$ cat config.mk
export PLATFORM = sky130hd
export DESIGN_NAME = tri_leg_pwm
export DESIGN_NICKNAME = d
export VERILOG_FILES = /design/src/rtl/tlp_pkg.sv /design/src/rtl/tlp_timebase.sv /design/src/rtl/tlp_turnon_delay.sv /design/src/rtl/tlp_leg.sv /design/src/rtl/tri_leg_pwm.sv
export SDC_FILE = /design/constraint.sdc
export NUM_CORES = 1
export LEC_CHECK = 0
export CELL_PAD_IN_SITES_DETAIL_PLACEMENT = 1
export CELL_PAD_IN_SITES_GLOBAL_PLACEMENT = 1
export CORE_MARGIN = 2
export CORE_UTILIZATION = 53
export DETAILED_ROUTE_END_ITERATION = 12
export PLACE_DENSITY_LB_ADDON = 0.1
export SLEW_MARGIN = 30
export SYNTH_ARGS = -nofsm -noshare
export SYNTH_HDL_FRONTEND = slang
export SYNTH_SLANG_ARGS = --single-unit
$ cat constraint.sdc
create_clock -name clk -period 36.5 [get_ports clk]
set_input_delay 7.3 -clock clk [delete_from_list [all_inputs] [get_ports clk]]
set_output_delay 7.3 -clock clk [all_outputs]
set_load 0.005 [all_outputs]
$ cat src/rtl/tlp_pkg.sv
`timescale 1ns/1ps
package tlp_pkg;
  localparam int unsigned MIN_PERIOD = 3;

  // period actually used for a requested count
  function automatic int unsigned eff_period(int unsigned req);
    return (req < MIN_PERIOD) ? MIN_PERIOD : req;
  endfunction

  // start cycle of a leg's high window
  function automatic int unsigned leg_shift(int unsigned per, int unsigned idx);
    return (idx * per) / 3;
  endfunction

  // leg command level at counter position pos
  function automatic logic leg_phase(int unsigned pos, int unsigned per, int unsigned shift);
    int unsigned rel;
    rel = (pos >= shift) ? (pos - shift) : (pos + per - shift);
    return rel < (per / 2);
  endfunction

  // dead time that would swallow a whole half period
  function automatic logic dead_too_long(int unsigned dead, int unsigned per);
    return dead >= (per / 2);
  endfunction
endpackage

$ cat src/rtl/tlp_timebase.sv
`timescale 1ns/1ps
module tlp_timebase #(
  parameter int CNT_W = 16
) (
  input  logic             clk,
  input  logic             rst_n,
  input  logic             en,
  input  logic [CNT_W-1:0] period_in,
  input  logic [CNT_W-1:0] dead_in,
  output logic             running,
  output logic [CNT_W-1:0] cnt,
  output logic [CNT_W-1:0] per_q,
  output logic [CNT_W-1:0] dead_q,
  output logic             at_wrap
);
  import tlp_pkg::*;

  logic [CNT_W-1:0] per_next;
  assign per_next = CNT_W'(eff_period(32'(period_in)));
  assign at_wrap  = running && (cnt == per_q - CNT_W'(1));

  always_ff @(posedge clk or negedge rst_n) begin
    if (!rst_n) begin
      running <= 1'b0;
      cnt     <= '0;
      per_q   <= CNT_W'(MIN_PERIOD);
      dead_q  <= '0;
    end else if (!en) begin
      running <= 1'b0;
      cnt     <= '0;
    end else if (!running || at_wrap) begin
      running <= 1'b1;
      cnt     <= '0;
      per_q   <= per_next;
      dead_q  <= dead_in;
    end else begin
      cnt <= cnt + CNT_W'(1);
    end
  end


  settings_hold_chk: assert property (@(posedge clk) disable iff (!rst_n)
    (running && en && !at_wrap) |=> ($stable(per_q) && $stable(dead_q)));


  min_period_chk: assert property (@(posedge clk) disable iff (!rst_n)
    running |-> (per_q >= CNT_W'(MIN_PERIOD)));
endmodule

$ cat src/rtl/tlp_turnon_delay.sv
`timescale 1ns/1ps
module tlp_turnon_delay #(
  parameter int CNT_W = 16
) (
  input  logic             clk,
  input  logic             rst_n,
  input  logic             en,
  input  logic             cmd,
  input  logic [CNT_W-1:0] dead,
  output logic             gate_q
);
  localparam logic [CNT_W-1:0] RUN_MAX = '1;

  logic             live;
  logic [CNT_W-1:0] run;
  logic             ripe;

  assign live = en && cmd;
  assign ripe = run >= dead;

  always_ff @(posedge clk or negedge rst_n) begin
    if (!rst_n) begin
      run    <= '0;
      gate_q <= 1'b0;
    end else begin
      gate_q <= live && ripe;
      if (!live)               run <= '0;
      else if (run != RUN_MAX) run <= run + CNT_W'(1);
    end
  end


  fast_turnoff_chk: assert property (@(posedge clk) disable iff (!rst_n)
    !cmd |=> !gate_q);
endmodule

$ cat src/rtl/tlp_leg.sv
`timescale 1ns/1ps
module tlp_leg #(
  parameter int CNT_W   = 16,
  parameter int LEG_IDX = 0
) (
  input  logic             clk,
  input  logic             rst_n,
  input  logic             en,
  input  logic             running,
  input  logic [CNT_W-1:0] cnt,
  input  logic [CNT_W-1:0] per_q,
  input  logic [CNT_W-1:0] dead_q,
  output logic             gate_hi,
  output logic             gate_lo
);
  import tlp_pkg::*;

  logic phase;
  logic excess;
  logic [1:0] side_cmd;
  logic [1:0] side_gate;

  assign phase  = leg_phase(32'(cnt), 32'(per_q), leg_shift(32'(per_q), LEG_IDX));
  assign excess = dead_too_long(32'(dead_q), 32'(per_q));
  assign side_cmd[0] = running && !excess && phase;
  assign side_cmd[1] = running && !excess && !phase;

  for (genvar s = 0; s < 2; s++) begin : g_side
    tlp_turnon_delay #(.CNT_W(CNT_W)) u_dly (
      .clk(clk), .rst_n(rst_n), .en(en),
      .cmd(side_cmd[s]), .dead(dead_q), .gate_q(side_gate[s])
    );
  end

  assign gate_hi = side_gate[0];
  assign gate_lo = side_gate[1];


  no_shoot_through_chk: assert property (@(posedge clk) disable iff (!rst_n)
    !(gate_hi && gate_lo));


  excess_dead_chk: assert property (@(posedge clk) disable iff (!rst_n)
    (running && excess) |=> (!gate_hi && !gate_lo));
endmodule

$ cat src/rtl/tri_leg_pwm.sv
`timescale 1ns/1ps
module tri_leg_pwm #(
  parameter int CNT_W = 16
) (
  input  logic             clk,
  input  logic             rst_n,
  input  logic             en,
  input  logic [CNT_W-1:0] period_in,
  input  logic [CNT_W-1:0] dead_in,
  output logic [2:0]       gate_hi,
  output logic [2:0]       gate_lo
);
  localparam int LEGS = 3;

  logic             running;
  logic [CNT_W-1:0] cnt;
  logic [CNT_W-1:0] per_q;
  logic [CNT_W-1:0] dead_q;
  logic             at_wrap;

  tlp_timebase #(.CNT_W(CNT_W)) u_tb (
    .clk(clk), .rst_n(rst_n), .en(en),
    .period_in(period_in), .dead_in(dead_in),
    .running(running), .cnt(cnt), .per_q(per_q), .dead_q(dead_q),
    .at_wrap(at_wrap)
  );

  for (genvar n = 0; n < LEGS; n++) begin : g_leg
    tlp_leg #(.CNT_W(CNT_W), .LEG_IDX(n)) u_leg (
      .clk(clk), .rst_n(rst_n), .en(en), .running(running),
      .cnt(cnt), .per_q(per_q), .dead_q(dead_q),
      .gate_hi(gate_hi[n]), .gate_lo(gate_lo[n])
    );
  end


  idle_off_chk: assert property (@(posedge clk) disable iff (!rst_n)
    !en |=> ((gate_hi == 3'b000) && (gate_lo == 3'b000)));
endmodule

==> reports/metrics.yaml, run 1 <==
sta:
  max_slew_margin_pct: 38.7
  grt_setup_unrepaired: "no"
  final_max_slew_viol_count: 0
  timing.hold.ws_ns: 0.548
  final.period_utilization_pct: 37.5
  max_slew.worst_pin.slew_ns: 0.920
  hold_viol: 0
  clock.fmax_mhz: 73.1
  layout_min_cycle_time_ns: 13.67
  fin_skew_ns: 0.0157
  setup_tns_ns: 0
  finalSetupViolations: 0
placed_design:
  io_buffers: 40
  gp_congestion: 0.920
  dp_hpwl_um: 42100
route:
  routedWlPerCell_um: 22.1
  avgViaCountPerCell: 6.37
  ant_nets: 0
  vias: 16400
  dr.first_iter.drc_count: 1058
  first_pass_iters: 5
  drc: 0
  drt-total-wl_um: 57100
clocking:
  insertion_delay_ns: 0.46
  cts_root_buffer: "clkbuf_16"
  path_clk_slew_ns: 0.07
  holdBufCountCts: 0
  clock_path_buffers: 2
  htreeDepth: 4
  post_cts_buffers: 0
  cts_resized: 0
  cts_sinks: 151
  numCtsBuffers: 17
  tritoncts: "yes"
logic_synthesis:
  yosysWarnings: 0
  yosysUniqueCellTypes: 111
  syn-num-nets: 2429
  async_flop_share_pct: 100
  synth_edf_count: 0
  syn_inst: 2143
  ys_ff_latch: 151
  syn-cell-area_um2: 17400
  synth-seq-area-share_pct: 21.7
  synth_flop_cell: "dfrtp_1"
  avgSynthCellArea_um2: 8.12
power_and_ir_drop:
  finalPower_mw: 1.12
  ir_drop_mv: 0.0440
  p_leak_nw: 8.78
  powerDensity_nw_per_um2: 60.1
critical_path:
  startpoint_type: "flip-flop"
  cp_max_fo: 29
  path_common_cell: "a21oi_1"
  cpMaxStageDelayCell: "dfrtp_1"
  worstPathRequired_ns: 36.81
  crit_type: "flip-flop to flip-flop"
  cp_data_arrival_time_ns: 13.98
  worstSetupEndpointType: "flip-flop"
  critPathMaxStageDelay_ns: 0.89
  r2r_setup_slack_ns: 22.83
die:
  pin_count: 41
  dieArea_um2: 34300
  num_rows: 66
  initial_core_util_pct: 53.6
  die_y_um: 185
  die_x_um: 185
  coreArea_um2: 32500
global_route:
  grt_start_max_net_pins: 91
  track_usage_pct: 34.1
  antenna_found_initial: 0
  grt_pass1_vias: 17500
  globalRouteOverflowTotal: 0
  grt_pass1_wl_um: 92300
cells_and_area:
  mostFrequentLayoutCell: "ha_1"
  register_area_um2: 3780
  diodes: 0
  nets: 2411
  final_cell_mix: "245 x ha_1, 235 x nor2_1, 174 x nand2_1, 149 x dfrtp_1, 131 x a21oi_1"
  drive_gt1_share_pct: 6.64
  areaGrowthSynthToFinish_pct: 7.40
  fillCellCount: 3977
  multiInputGateArea_um2: 12800
run_status:
  status: "completed"
flow_run:
  drv_cap: 0
worst_hold_path:
  hp-class: "flip-flop to flip-flop"
==> cells in the mapped netlist, drive strengths merged (28+ instances only) <==
cell type	number	area share [%]
dfrtp	149	21
xor2	72	3.6
buf	35	1.2
inv	116	2.5
o21ai	114	3.3
mux2	34	2.2
xnor2	93	4.8
nand2	177	3.9
a21oi	134	3.9
nand2b	34	1.2
nor2	237	5.1
nor2b	28	1.0
a21o	90	3.9
nand3	72	2.1
clkbuf	61	1.3
nor3	49	1.4
nand4	32	1.2
ha	245	18
and3	32	1.2
==> critical path, delay by kind of cell, from the launching register on <==
family / cells / cell delay [ns]
and+or+nand+nor: 11 / 3.43
adders and majority gates: 5 / 1.58
DFF: 1 / 0.89
buffers and inverters: 3 / 0.51
muxes: 2 / 0.47
AOI/OAI and AO/OA: 28 / 6.64
==> registers in the layout, summed over array words and instances, names as in the netlist <==
signal	cells
g_leg.u_leg.g_side.u_dly.run	96
u_tb.per_q	16
u_tb.cnt	16
u_tb.running	1
u_tb.dead_q	16
g_leg.u_leg.g_side.u_dly.gate_q	6
==> kinds of logic after synthesis <==
group / count (synthesis) / synth area share (%)
AND/OR/NAND/NOR: 737 / 20.8
AO/OA/AOI/OAI: 567 / 22.0
adder cells (fa/ha/maj): 251 / 18.3
buffers and inverters: 218 / 5.19
XOR/XNOR: 166 / 8.58
flip-flops: 151 / 21.7
multiplexers: 53 / 3.39
==> cell type report <==
class                           instances  share of cell area (%)
Clock inverter                         13                   0.877
Multi-Input combinational cell       1774                    68.2
Tap cell                              442                    2.96
Clock buffer                           18                    2.35
Sequential cell                       151                    20.2
Timing Repair Buffer                   59                    2.92
Inverter                              122                    2.45
==> power by group <==
| group | total, mW | switching (mW) | leakage, nW | internal [mW] |
|---|---|---|---|---|
| combinational | 0.747 | 0.454 | 6.46 | 0.293 |
| sequential | 0.186 | 0.0130 | 2.03 | 0.173 |
| clock | 0.191 | 0.0865 | 0.291 | 0.105 |
==> routing by layer <==
metal  part of all wire (%)  GRT usage [%]
met5                      0              0
met4                    3.6           14.4
met3                    3.1           3.38
met2                     51           60.9
met1                     43           41.8
==> through the flow <==
step                      worst slack [ns]  utilization [%]  std cells  cell area (µm²)
after detailed placement             22.69             55.7       2548            18100
after global placement               22.90             55.7       2548            18100
after CTS                            22.69             57.6       2579            18700
final                                22.83             57.6       2579            18700
after floorplan                      24.52                -       2143            17400
after global routing                 21.67             57.6       2579            18700
==> path summary, 6_finish.rpt <==
| check | from | to | depth (start not counted) |
|---|---|---|---|
| min reg2reg | u_tb.dead_q[15]$_DFFE_PN0P_ | u_tb.dead_q[15]$_DFFE_PN0P_ | 1 |
| max in group asynchronous | rst_n | g_leg[1].u_leg.g_side[0].u_dly.run[4]$_DFFE_PN0P_ | 2 |
| min in group asynchronous | rst_n | g_leg[0].u_leg.g_side[1].u_dly.run[3]$_DFFE_PN0P_ | 1 |
| max reg2reg | u_tb.per_q[15]$_DFFE_PN0P_ | g_leg[1].u_leg.g_side[1].u_dly.run[2]$_DFFE_PN0P_ | 49 |
| min | u_tb.dead_q[15]$_DFFE_PN0P_ | u_tb.dead_q[15]$_DFFE_PN0P_ | 1 |
| max | u_tb.per_q[15]$_DFFE_PN0P_ | g_leg[1].u_leg.g_side[1].u_dly.run[2]$_DFFE_PN0P_ | 49 |
(Power assumes the default switching activity.)
==> inputs of run 2 (changes only) <==
- CORE_UTILIZATION: 53 -> 44
- clock period: 36.5 -> 12 ns (I/O delays scaled with it)
==> reports/metrics.yaml, run 2 (same netlist as run 1, synthesis figures left out) <==
cells_and_area:
  utilization_pct: 49.8  # -7.8 points
  areaGrowthSynthToFinish_pct: 11.0
  fillCellCount: 4692  # +18%
  regMostFlops: "g_leg.u_leg.g_side.u_dly.run"
  drive_gt1_share_pct: 9.63  # +3.0 points
  final_cell_mix: "243 x ha_1, 234 x nor2_1, 173 x nand2_1, 149 x dfrtp_1, 128 x a21oi_1"
  diodes: 0  # unchanged
  largest_reg_flops: 96  # unchanged
  mostFrequentLayoutCell: "ha_1"
  nets: 2454  # +1.8%
worst_hold_path:
  hold_path_end: "g_leg[2].u_leg.g_side[1].u_dly.run[12]$_DFFE_PN0P_"
  hp-start: "g_leg[2].u_leg.g_side[1].u_dly.run[12]$_DFFE_PN0P_"
  hp-class: "flip-flop to flip-flop"
  hold_depth: 1  # unchanged
sta:
  final_max_slew_viol_count: 0  # unchanged
  layout_min_cycle_time_ns: 11.37  # -2.30 ns
  max_slew_margin_pct: 35.4  # -3.3 points
  hold_viol: 0  # unchanged
  max_slew.worst_pin.slew_ns: 0.960  # +0.0401 ns
  final.period_utilization_pct: 94.8  # +57 points
  clock.fmax_mhz: 87.9  # +20%
  fin_skew_ns: 0.0253  # +0.00952 ns
  finalSetupViolations: 0  # unchanged
global_route:
  track_usage_pct: 27.9  # -6.3 points
  grt_pass1_wl_um: 91100  # -1.2%
  grt_pass1_vias: 17000  # -2.7%
  grt_start_max_net_pins: 65  # -29%
  antenna_found_initial: 0  # unchanged
  globalRouteOverflowTotal: 0  # unchanged
die:
  dieArea_um2: 41200  # +20%
  die_y_um: 203  # +9.5%
  pin_count: 41  # unchanged
  die_x_um: 203  # +9.5%
  num_rows: 72  # +9.1%
  coreArea_um2: 38800  # +20%
  initial_core_util_pct: 44.8  # -8.8 points
route:
  avgViaCountPerCell: 6.04  # -5.2%
  ant_nets: 0  # unchanged
  dr.first_iter.drc_count: 715  # -32%
  drc: 0  # unchanged
  vias: 16300  # -0.78%
  routedWlPerCell_um: 20.9  # -5.6%
  first_pass_iters: 5  # unchanged
  drt-total-wl_um: 56400  # -1.2%
power_and_ir_drop:
  switching_share_pct: 48.2  # -0.98 points
  p_clk_share_pct: 16.4  # -0.6 points
  pwr-share-seq_pct: 15.7  # -0.9 points
  powerDensity_nw_per_um2: 181  # +200%
  finalPower_mw: 3.50  # +210%
  p_leak_nw: 9.03  # +2.8%
  p_int_mw: 1.81  # +220%
  ir_drop_mv: 0.126  # +190%
  p_switching_mw: 1.69  # +210%
  p_comb_share_pct: 67.8  # +1.4 points
critical_path:
  ff2ff_path_depth: 53  # +8.2%
  r2r_end: "g_leg[1].u_leg.g_side[1].u_dly.run[10]$_DFFE_PN0P_"
  startpoint_type: "flip-flop"
  critPathMaxStageDelay_ns: 0.60  # -0.29 ns
  cp_data_arrival_time_ns: 11.72  # -2.26 ns
  cp_max_fo: 26  # -10%
  worstPathRequired_ns: 12.35  # -24.46 ns
  r2r_setup_slack_ns: 0.63  # -22.20 ns
  cpMaxStageDelayCell: "or4_4"
  worstSetupEndpointType: "flip-flop"
  reg2reg_from: "u_tb.per_q[15]$_DFFE_PN0P_"
  crit_type: "flip-flop to flip-flop"
clocking:
  clock_path_buffers: 2  # unchanged
  path_clk_slew_ns: 0.06  # about the same
  numCtsBuffers: 17  # unchanged
  tritoncts: "yes"
  cts_sinks: 151  # unchanged
  htreeDepth: 4  # unchanged
  cts_root_buffer: "clkbuf_16"
  insertion_delay_ns: 0.49  # +0.03 ns
placed_design:
  dp_hpwl_um: 42300  # +0.66%
  io_buffers: 40  # unchanged
  gp_congestion: 0.912  # -0.96%
run_status:
  status: "completed"
flow_run:
  drv_cap: 0  # unchanged
[run 2: worst max path at each step]
stage	startpoint	endpoint	slack (ns)	depth (start not counted)
global route	u_tb.per_q[15]$_DFFE_PN0P_	g_leg[1].u_leg.g_side[1].u_dly.run[10]$_DFFE_PN0P_	-0.09	53
finish	u_tb.per_q[15]$_DFFE_PN0P_	g_leg[1].u_leg.g_side[1].u_dly.run[10]$_DFFE_PN0P_	0.63	53
global placement	u_tb.per_q[15]$_DFFE_PN0P_	g_leg[1].u_leg.g_side[0].u_dly.run[14]$_DFFE_PN0P_	0.08	51
floorplan	u_tb.per_q[14]$_DFFE_PN0P_	g_leg[1].u_leg.g_side[1].u_dly.run[11]$_DFFE_PN0P_	0.02	58
detailed placement	u_tb.per_q[15]$_DFFE_PN0P_	g_leg[1].u_leg.g_side[0].u_dly.run[14]$_DFFE_PN0P_	-0.57	51
CTS	u_tb.per_q[15]$_DFFE_PN0P_	g_leg[1].u_leg.g_side[0].u_dly.run[2]$_DFFE_PN0P_	0.04	51
[run 2: power groups by stage]
stage	clock network, mW	logic, mW	registers (mW)
6_report	0.575	2.38	0.551
2_1_floorplan	0	1.66	0.553
5_1_grt	0.611	2.64	0.554
4_1_cts	0.595	2.29	0.551
3_3_place_gp	0	2.19	0.559
3_5_place_dp	0	2.25	0.560
[run 2: worst max-delay path, delay by kind of cell (launching register included)]
kind	cells	cell delay, ns
AO/OA/AOI/OAI	27	5.07
flip-flops	1	0.40
multiplexers	1	0.29
buffers and inverters	8	1.41
adder cells (fa/ha/maj)	4	1.15
AND/OR/NAND/NOR	13	2.87
[run 2: area by class of cell]
cell class / count / area (µm²) / area share [%]
tap: 518 / 648 / 3.35
sequential: 151 / 3780 / 19.6
clock inverter: 13 / 144 / 0.745
inverter: 122 / 458 / 2.37
multi-input combinational: 1775 / 13000 / 67.1
timing repair buffer: 101 / 872 / 4.51
clock buffer: 19 / 453 / 2.34
[run 2: metrics by stage]
stage / hold slack, ns / instances / TNS, ns / cell area, µm² / setup WS [ns]
global route: 0.536 / 2699 / -1.09 / 19300 / -0.0863
CTS: 0.519 / 2688 / 0 / 19000 / 0.0376
global placement: 0.502 / 2656 / 0 / 18400 / 0.0840
finish: 0.521 / 2699 / 0 / 19300 / 0.625
floorplan: 0.467 / 2143 / 0 / 17400 / 0.0246
detailed placement: 0.500 / 2656 / -13.40 / 18400 / -0.569
[run 2: per-layer routing]
metal	track usage [%]	part of all wire (%)
met5	0	0
met3	3.42	3.1
met4	10.1	2.8
met2	49.6	50
met1	34.5	44
[run 2: what timing repair did]
item / 4_1_cts / 5_1_grt
buffers inserted: 0 / 9
endpoints found under the setup margin: 34 / 68
gates resized for setup: 9 / 39
gates cloned: 0 / 2
hold buffers: 0 / 0
pin swaps: 0 / 11
==> inputs of run 3 (changes only) <==
- CORE_MARGIN: 2 -> unset
- TNS_END_PERCENT: unset -> 20
==> reports/metrics.yaml, run 3 (same netlist as run 1, synthesis figures left out) <==
run_status:
  status: "completed"
sta:
  fin_skew_ns: 0.0164  # -0.00891 ns
  hold_viol: 0  # unchanged
  timing.hold.ws_ns: 0.551  # +0.0300 ns
  finalSetupViolations: 0  # unchanged
  max_slew.worst_pin.slew_ns: 0.862  # -0.0975 ns
  final.period_utilization_pct: 94.6  # -0.22 points
  final_max_slew_viol_count: 0  # unchanged
  max_slew_margin_pct: 41.0  # +5.6 points
  grt_setup_unrepaired: "no"
  clock.fmax_mhz: 88.1  # +0.24%
  layout_min_cycle_time_ns: 11.35  # -0.0269 ns
global_route:
  grt_pass1_wl_um: 89900  # -1.3%
  grt_start_max_net_pins: 61  # -6.2%
  grt_pass1_vias: 16900  # -0.94%
  antenna_found_initial: 0  # unchanged
  globalRouteOverflowTotal: 0  # unchanged
  track_usage_pct: 27.9  # +0.062 points
power_and_ir_drop:
  p_switching_mw: 1.66  # -1.7%
  p_leak_nw: 9.02  # about the same
  p_clk_share_pct: 16.9  # +0.5 points
  pwr-share-seq_pct: 15.9  # +0.2 points
  powerDensity_nw_per_um2: 181  # -0.36%
  p_int_mw: 1.81  # about the same
  finalPower_mw: 3.47  # -0.84%
  switching_share_pct: 47.8  # -0.42 points
  ir_drop_mv: 0.122  # -3.1%
  p_comb_share_pct: 67.2  # -0.6 points
cells_and_area:
  diodes: 0  # unchanged
  largest_reg_flops: 96  # unchanged
  nets: 2450  # -0.16%
  mostFrequentLayoutCell: "ha_1"
  final_cell_mix: "245 x ha_1, 234 x nor2_1, 173 x nand2_1, 149 x dfrtp_1, 128 x a21oi_1"
  regMostFlops: "g_leg.u_leg.g_side.u_dly.run"
  areaGrowthSynthToFinish_pct: 10.5
  utilization_pct: 49.5  # -0.24 points
  design_area_um2: 19200  # -0.49%
  drive_gt1_share_pct: 9.14  # -0.49 points
placed_design:
  gp_congestion: 0.915  # +0.39%
  dp_hpwl_um: 42000  # -0.80%
  io_buffers: 40  # unchanged
  dpl_cell_area_um2: 18400  # -0.29%
critical_path:
  crit_type: "flip-flop to flip-flop"
  cp_max_fo: 17  # -35%
  worstPathRequired_ns: 12.34  # about the same
  worstSetupEndpointType: "flip-flop"
  cp_data_arrival_time_ns: 11.69  # -0.03 ns
  cpMaxStageDelayCell: "nor4_2"
  critPathMaxStageDelay_ns: 0.57  # -0.03 ns
  startpoint_type: "flip-flop"
route:
  routedWlPerCell_um: 20.6  # -1.3%
  drt-total-wl_um: 55600  # -1.4%
  first_pass_iters: 5  # unchanged
  ant_nets: 0  # unchanged
  drc: 0  # unchanged
  avgViaCountPerCell: 5.97  # -1.2%
  vias: 16100  # -1.3%
  dr.first_iter.drc_count: 725  # +1.4%
die:
  pin_count: 41  # unchanged
  initial_core_util_pct: 44.8  # unchanged
  coreArea_um2: 38800  # unchanged
  num_rows: 72  # unchanged
  die_x_um: 201  # -0.99%
  die_y_um: 201  # -0.99%
  dieArea_um2: 40400  # -2.0%
clocking:
  cts_root_buffer: "clkbuf_16"
  numCtsBuffers: 17  # unchanged
  clock_path_buffers: 2  # unchanged
  path_clk_slew_ns: 0.06  # about the same
  cts_sinks: 151  # unchanged
  insertion_delay_ns: 0.47  # -0.02 ns
  htreeDepth: 4  # unchanged
  tritoncts: "yes"
worst_hold_path:
  hp-class: "flip-flop to flip-flop"
flow_run:
  drv_cap: 0  # unchanged
==> run 3: cell count changes in the layout (fill, tap and decap cells not counted), sizes merged <==
cell | before | now
clkinv | 10 | 9
inv | 119 | 120
or4 | 3 | 2
buf | 62 | 59
clkinvlp | 4 | 3
bufinv | 2 | 3
==> run 3: routing by layer <==
layer  GRT usage [%]  share of wire, %  wire length, µm
met5               0                 0                0
met4            12.3               3.7             2040
met3            2.94               2.5             1390
met2            49.3                50            27600
met1            34.2                44            24500
==> run 3: power groups by stage <==
| stage | combinational, mW | clock [mW] | sequential (mW) |
|---|---|---|---|
| 3_5_place_dp | 2.24 | 0 | 0.562 |
| 3_3_place_gp | 2.17 | 0 | 0.561 |
| 2_1_floorplan | 1.66 | 0 | 0.553 |
| 6_report | 2.33 | 0.586 | 0.552 |
| 4_1_cts | 2.26 | 0.600 | 0.552 |
| 5_1_grt | 2.59 | 0.617 | 0.555 |
==> run 3: worst max-delay path: cells and delay by family (launching register included) <==
kind | cells | cell delay (ns)
AOI/OAI and AO/OA | 26 | 5.55
adders and majority gates | 5 | 1.51
buffers and inverters | 8 | 1.35
DFF | 1 | 0.38
muxes | 3 | 0.68
and+or+nand+nor | 10 | 1.73
==> run 3: layout make-up <==
type / instances / area, µm²
multi-input combinational: 1774 / 12900
inverter: 122 / 458
sequential: 151 / 3780
fill: 4697 / 19600
tap: 518 / 648
clock buffer: 19 / 443
clock inverter: 13 / 169
timing repair buffer: 98 / 845
==> run 3: metrics by stage <==
step	std cells	worst slack (ns)	TNS [ns]
3_5_place_dp	2649	-0.490	-11.57
5_1_grt	2695	0.0187	0
6_report	2695	0.652	0
4_1_cts	2684	0.0493	0
2_1_floorplan	2143	0.0246	0
3_3_place_gp	2649	0.0370	0
==> run 3: repair_timing <==
item,4_1_cts,5_1_grt
setup buffers,3,11
pin swaps,1,5
resized for setup,5,31
cloned,0,0
hold buffers,0,0
setup endpoints to repair,34,68
==> run 3: worst paths after layout <==
check	startpoint	to	slack [ns]	cells after the start
worst max-delay path	u_tb.per_q[15]$_DFFE_PN0P_	g_leg[1].u_leg.g_side[1].u_dly.run[2]$_DFFE_PN0P_	0.65	52
worst min-delay path	u_tb.dead_q[15]$_DFFE_PN0P_	u_tb.dead_q[15]$_DFFE_PN0P_	0.55	1
worst max register to register	u_tb.per_q[15]$_DFFE_PN0P_	g_leg[1].u_leg.g_side[1].u_dly.run[2]$_DFFE_PN0P_	0.65	52
worst min register to register	u_tb.dead_q[15]$_DFFE_PN0P_	u_tb.dead_q[15]$_DFFE_PN0P_	0.55	1
max in group asynchronous	rst_n	u_tb.per_q[11]$_DFFE_PN0P_	8.29	3
min in group asynchronous	rst_n	g_leg[0].u_leg.g_side[1].u_dly.run[3]$_DFFE_PN0P_	1.88	1
